--- src/rtl/rfr_pkg.sv ---
package rfr_pkg;

  // Encoding of the three-level polarity select input.
  typedef enum logic [1:0] {
    POL_BOTH_NEG  = 2'b00,
    POL_BOTH_POS  = 2'b01,
    POL_SPLIT     = 2'b10,
    POL_SPLIT_ALT = 2'b11
  } pol_sel_e;

  // True when the rail at zero-based index idx is treated as negative.
  function automatic logic rail_negative(input pol_sel_e sel, input int idx);
    if (idx == 2)      return (sel == POL_BOTH_NEG);
    else if (idx == 3) return (sel != POL_BOTH_POS);
    else               return 1'b0;
  endfunction

endpackage

--- src/rtl/rfr_glitch_filter.sv ---
module rfr_glitch_filter #(
  parameter int STABLE_CYCLES = 8
) (
  input  logic clk,
  input  logic rst,
  input  logic raw,
  output logic filt
);
  localparam int CNT_W = (STABLE_CYCLES > 1) ? $clog2(STABLE_CYCLES) : 1;
  localparam logic [CNT_W-1:0] LAST = CNT_W'(STABLE_CYCLES - 1);

  logic [CNT_W-1:0] run_cnt;

  // Count consecutive edges where the raw level disagrees with the filtered one.
  always_ff @(posedge clk) begin
    if (rst) begin
      filt    <= 1'b0;
      run_cnt <= '0;
    end else if (raw == filt) begin
      run_cnt <= '0;
    end else if (run_cnt == LAST) begin
      filt    <= raw;
      run_cnt <= '0;
    end else begin
      run_cnt <= run_cnt + 1'b1;
    end
  end
endmodule

--- src/rtl/rfr_polarity_map.sv ---
module rfr_polarity_map
  import rfr_pkg::*;
#(
  parameter int RAILS = 4
) (
  input  logic [1:0]       sel,
  input  logic [RAILS-1:0] hi_f,
  input  logic [RAILS-1:0] lo_f,
  output logic [RAILS-1:0] uv_vec,
  output logic [RAILS-1:0] ov_vec
);
  pol_sel_e sel_e;
  assign sel_e = pol_sel_e'(sel);

  for (genvar r = 0; r < RAILS; r++) begin : g_rail
    logic neg;
    assign neg       = rail_negative(sel_e, r);
    // A negative rail swaps the roles of its two taps.
    assign uv_vec[r] = neg ? lo_f[r] : hi_f[r];
    assign ov_vec[r] = neg ? hi_f[r] : lo_f[r];
  end
endmodule

--- src/rtl/rail_fault_router.sv ---
module rail_fault_router #(
  parameter int FILTER_LEN = 8
) (
  input  logic       clk,
  input  logic       rst,
  input  logic [3:0] hi_below,
  input  logic [3:0] lo_above,
  input  logic [1:0] pol_sel,
  output logic       uv_flag,
  output logic       ov_flag
);
  localparam int RAILS = 4;
  localparam int TAPS  = 2 * RAILS;

  logic [TAPS-1:0]  raw_bits;
  logic [TAPS-1:0]  filt_bits;
  logic [RAILS-1:0] uv_vec;
  logic [RAILS-1:0] ov_vec;

  assign raw_bits = {lo_above, hi_below};

  for (genvar t = 0; t < TAPS; t++) begin : g_filt
    rfr_glitch_filter #(.STABLE_CYCLES(FILTER_LEN)) u_filt (
      .clk  (clk),
      .rst  (rst),
      .raw  (raw_bits[t]),
      .filt (filt_bits[t])
    );
  end

  rfr_polarity_map #(.RAILS(RAILS)) u_map (
    .sel    (pol_sel),
    .hi_f   (filt_bits[RAILS-1:0]),
    .lo_f   (filt_bits[TAPS-1:RAILS]),
    .uv_vec (uv_vec),
    .ov_vec (ov_vec)
  );

  always_ff @(posedge clk) begin
    if (rst) begin
      uv_flag <= 1'b0;
      ov_flag <= 1'b0;
    end else begin
      uv_flag <= |uv_vec;
      ov_flag <= |ov_vec;
    end
  end
endmodule

--- config.mk ---
export PLATFORM = sky130hd
export DESIGN_NAME = rail_fault_router
export DESIGN_NICKNAME = d
export VERILOG_FILES = /design/src/rtl/rfr_pkg.sv /design/src/rtl/rfr_glitch_filter.sv /design/src/rtl/rfr_polarity_map.sv /design/src/rtl/rail_fault_router.sv
export SDC_FILE = /design/constraint.sdc
export NUM_CORES = 1
export LEC_CHECK = 0
export BUFFER_PORTS_ARGS = -buffer_cell sky130_fd_sc_hd__buf_4
export CAP_MARGIN = 20
export CORE_MARGIN = 10
export CORE_UTILIZATION = 25
export CTS_CLUSTER_DIAMETER = 40
export DETAILED_ROUTE_END_ITERATION = 8
export GPL_ROUTABILITY_DRIVEN = 1
export HOLD_SLACK_MARGIN = 0.05
export PLACE_DENSITY = 0.4
export SLEW_MARGIN = 40
export SYNTH_ARGS = -nofsm -noshare
export SYNTH_HDL_FRONTEND = slang
export SYNTH_SLANG_ARGS = --single-unit
--- constraint.sdc ---
create_clock -name clk -period 2.35 [get_ports clk]
set_input_delay 0.235 -clock clk [delete_from_list [all_inputs] [get_ports clk]]
set_output_delay 0.235 -clock clk [all_outputs]
set_load 0.1 [all_outputs]
**Word-level counts from Yosys, hierarchy flattened**

Index checks and enable logic that the tools add are counted.

- Bitwise logic cells: 8
- Reductions and logical operators: 19
- Eq/ne operators: 17
- Mux-type cells: 4
- Add/subtract/negate cells: 8

Operators with widths:

| cell | number |
|---|---|
| adder 3 x 1 -> 3 bit, second input constant | 8 |
| equality test 3 bit, second input constant | 8 |
| OR reduction 3 bit | 8 |
| AND reduction 2 bit | 8 |
| equality test 1 bit | 8 |
| inverter 1 bit | 8 |
| OR reduction 4 bit | 2 |
| two-way mux 1 bit | 4 |
| zero test 2 bit | 1 |
| inequality test 2 x 1 -> 1 bit, second input constant | 1 |

- Output and inout port bits: 2
- Bits in registers: 34
- Input port bits: 12
- Logic and storage cells: 74

**Depth between registers and ports, before layout**

- Word-level depth: 3
- Depth in mapped cells: 4
- Gate-level depth less buffers: 4

**Modules after synthesis**

From an unflattened synthesis, not the netlist that was laid out.

- Cell total of the unflattened synthesis: 112
- Area total of the unflattened synthesis: 1366.3 um2

Modules (own cells, without submodules):

| module | seq. area each (um2) | times used | area each (um2) | cells each |
|---|---|---|---|---|
| rfr_glitch_filter | 80.1 | 8 | 151.4 | 12 |
| rfr_polarity_map | 0.0 | 1 | 95.1 | 10 |
| rail_fault_router | 40.0 | 1 | 60.1 | 6 |

**Worst setup path before layout**

Ideal clock, no wire load.

- Path type: reg2out
- Start: reg ov_flag
- End: out ov_flag
- Data required time: 2115 ps
- Slack: 1206 ps
- Cell stages (with the launch flop): 1
- Arrival: 909 ps
- Path buffers: 0
- Cell sequence: dfxtp_1

RTL lines:

| item | RTL line | RTL |
|---|---|---|
| start, declared | rail_fault_router.sv:10 | `output logic ov_flag` |
| start signal, assigned | rail_fault_router.sv:45 | `ov_flag <= \|ov_vec;` |

No word-level cell between the ends.

**Worst setup path in the final report**

- Start: reg g_filt[4].u_filt.run_cnt[0]
- End: reg g_filt[4].u_filt.run_cnt[2]

- Longest elaborated chain between the ends: 2
- Elaborated cells between the ends (all ways): 3
- Those cells by class: 1 x add/sub; 1 x eq/ne; 1 x reduce/logical

RTL lines:

| item | RTL line | RTL |
|---|---|---|
| start, declared | rfr_glitch_filter.sv:12 | `logic [CNT_W-1:0] run_cnt;` |
| start signal, assigned | rfr_glitch_filter.sv:25 | `run_cnt <= run_cnt + 1'b1;` |
| parallel branches: the longest is 2 deep, another holds adder 3 x 1 -> 3 bit | -- |  |

Several ways; the timed one is not identified.
A chain may end at the register's enable or synchronous reset.

==> results.sh <==
export IMPL_synth_cell_types=20
export IMPL_fin_ws_ns=1.149
export IMPL_grt_pass1_vias=972
export IMPL_syn_area_per_cell_um2=11.49
export IMPL_syn_nets=150
export IMPL_min_to="g_filt[1].u_filt.filt$_SDFFE_PP0P_"
export IMPL_post_cts_buffers=0
export IMPL_vdd_ir_drop_max_mv=0.2496
export IMPL_cts_resized=0
export IMPL_wl_per_cell_um=11.25
export IMPL_r2r_cells=4
export IMPL_drtAntennaViolNets=0
export IMPL_finalCritPeriodShare_pct=51.10
export IMPL_worst_slew_pin_slew_ns=0.3203
export IMPL_htreeDepth=2
export IMPL_post_place_ws_ns=1.141
export IMPL_worstSkewPairLatency_ns=0.28
export IMPL_critPathBufInv=0
export IMPL_diodes=0
export IMPL_area_delta_synth_final_pct=18.93
export IMPL_clk_pin_slew_ns=0.07
export IMPL_r2r_slack_ns=1.15
export IMPL_rsz0062_at_grt="no"
export IMPL_die_x_um=94.87
export IMPL_io_pins=14
export IMPL_outcome="finished, final reports clean"
export IMPL_timing_hold_violations_final=0
export IMPL_fin_crit_ns=1.201
export IMPL_path_class="reg -> reg"
export IMPL_layout_common_cells="34 x dfxtp_1, 16 x and2_1, 16 x ha_1"
export IMPL_path_delay_family="adder cells"
export IMPL_final_common_cell="dfxtp_1"
export IMPL_post_dp_cell_area_um2=1558
export IMPL_required_ns=2.57
export IMPL_postLayoutCellArea_um2=1667
export IMPL_ys_ff_latch=34
export IMPL_ctsHoldBuffers=0
export IMPL_post_route_cells_drive_above_1_share_pct=20.71
export IMPL_fmax_mhz=832.8
export IMPL_path_cells="ha_1 -> ha_1 -> nor3_1 -> and2_1"
export IMPL_cp_depth=4
export IMPL_worstPathArrival_ns=1.42
export IMPL_wirelength_um=2384
export IMPL_power_density_nw_per_um2=704.1
export IMPL_drt_pass1_iterations=4
export IMPL_crit_fanout=3
export IMPL_crit_slowest_cell="dfxtp_1"
export IMPL_grt_antenna_before_repair=0
export IMPL_final_cells=212
export IMPL_yosys_warnings=0
export IMPL_cts_sink_count=34
export IMPL_r2r_end="g_filt[4].u_filt.run_cnt[2]$_SDFF_PP0_"
export IMPL_grt_busiest_layer="met2"
export IMPL_synth_cells=122
export IMPL_cp_start_kind="register"
export IMPL_core_um2=5473
export IMPL_max_cap_viol_count=0
export IMPL_nets=167
export IMPL_vias_per_cell=4.245
export IMPL_slew_violations=0
export IMPL_maxSlewHeadroom_pct=78.65
export IMPL_start_util_pct=25.61
export IMPL_drt_iter0_drc=7
export IMPL_hp_start="hi_below[1]"
export IMPL_place_gp_congestion=0.6983
export IMPL_grt_use_total_pct=5.964
export IMPL_finalSetupViolations=0
export IMPL_min_path_type="in -> reg"
export IMPL_std_cell_rows=27
export IMPL_dp_cells=204
export IMPL_cts_root_buffer="clkbuf_8"
export IMPL_seq_area_frac_synth_pct=48.57
export IMPL_use_met1_pct=5.415
export IMPL_grt_overflow=0
export IMPL_cts_tree="done"
export IMPL_post_route_drc_count=0
export IMPL_met2_usage_pct=10.58
export IMPL_cp_end_kind="register"
export IMPL_cts_path_max_buffers=2
export IMPL_r2r_start="g_filt[4].u_filt.run_cnt[0]$_SDFF_PP0_"
export IMPL_dp_final_hpwl_um=1896
export IMPL_setup_tns_ns=0
export IMPL_worst_path_most_repeated_cell="ha_1"
export IMPL_clock_skew_ns=0.006011
export IMPL_grt_max_degree=29
export IMPL_route_vias_total=900
export IMPL_power_leakage_nw=0.7089
export IMPL_max_stage_delay_ns=0.32
export IMPL_die_area_um2=9000
export IMPL_port_buffers=13
export IMPL_min_path_cells=3
export IMPL_synth_top_area_share_pct=48.57
export IMPL_finalCoreUtilization_pct=30.45
export IMPL_synth_largest_area_cell="dfxtp_1"
export IMPL_grt_pass1_wl_um=4098
export IMPL_use_met3_pct=2.776
export IMPL_die_h_um=94.87
export IMPL_synth_area_top_cells="dfxtp_1 49%, ha_1 14%, and2_1 7.1%"
export IMPL_cts_buffers=5
export IMPL_syn_cell_area_um2=1401
cell usage after synthesis (all sizes together):
master	instances
a21o	1
a21oi	2
and2	16
buf	3
dfxtp	34
ha	16
inv	1
mux2i	8
nor2	10
nor2b	2
nor3	8
nor4	8
o21ai	2
o21ba	1
o221ai	2
xnor2	8
logic make-up after synthesis:
logic type      after synthesis  synth area share, %
compound gates                8                3.929
xor+xnor                      8                5.000
fa+ha+maj                    16                14.29
buf+inv                       4                2.499
flops                        34                48.57
mux                           8                5.715
simple gates                 44                20.00
worst min-delay path: cells and delay by family:
| kind | cells | cell delay, ns |
|---|---|---|
| simple gates | 1 | 0.07 |
| mux | 1 | 0.06 |
| buf+inv | 1 | 0.09 |
layer usage:
layer	vias to the layer above	part of all wire (%)
met4	0	2.5
li1	460	-
met3	6	5.5
met1	420	41
met5	-	0
met2	14	51
worst max-delay path by stage:
stage                                                   endpoint                                   start
after floorplan                                          ov_flag                      ov_flag$_SDFF_PP0_
after global placement    g_filt[4].u_filt.run_cnt[2]$_SDFF_PP0_  g_filt[4].u_filt.run_cnt[0]$_SDFF_PP0_
after detailed placement  g_filt[4].u_filt.run_cnt[2]$_SDFF_PP0_  g_filt[4].u_filt.run_cnt[0]$_SDFF_PP0_
after CTS                 g_filt[4].u_filt.run_cnt[2]$_SDFF_PP0_  g_filt[4].u_filt.run_cnt[0]$_SDFF_PP0_
after global routing      g_filt[4].u_filt.run_cnt[2]$_SDFF_PP0_  g_filt[4].u_filt.run_cnt[0]$_SDFF_PP0_
final                     g_filt[4].u_filt.run_cnt[2]$_SDFF_PP0_  g_filt[4].u_filt.run_cnt[0]$_SDFF_PP0_
sequential cells by signal, indices dropped and copies added (netlist names):
name,count
g_filt.u_filt.run_cnt,24
g_filt.u_filt.filt,8
ov_flag,1
uv_flag,1
through the flow:
stage / total power, mW / hold WS (ns)
floorplan: 0.6476 / 0.3822
global placement: 0.6669 / 0.4190
detailed placement: 0.6714 / 0.4330
CTS: 1.191 / 0.2060
global route: 1.231 / 0.2053
finish: 1.173 / 0.2116
cell type report:
| class | count | area (µm²) |
|---|---|---|
| Timing Repair Buffer | 13 | 97.59 |
| Sequential cell | 34 | 680.7 |
| Fill cell | 579 | 3806 |
| Clock inverter | 3 | 40.04 |
| Multi-Input combinational cell | 84 | 685.7 |
| Tap cell | 72 | 90.09 |
| Clock buffer | 5 | 68.82 |
| Inverter | 1 | 3.754 |
where the power goes:
| group | switching, mW | internal, mW | total, mW | leakage (nW) |
|---|---|---|---|---|
| clock network | 0.205 | 0.312 | 0.517 | 0.0579 |
| logic | 0.0297 | 0.0307 | 0.0605 | 0.375 |
| registers | 0.00677 | 0.590 | 0.596 | 0.276 |
No activity file was read; power rests on OpenSTA's default activity.
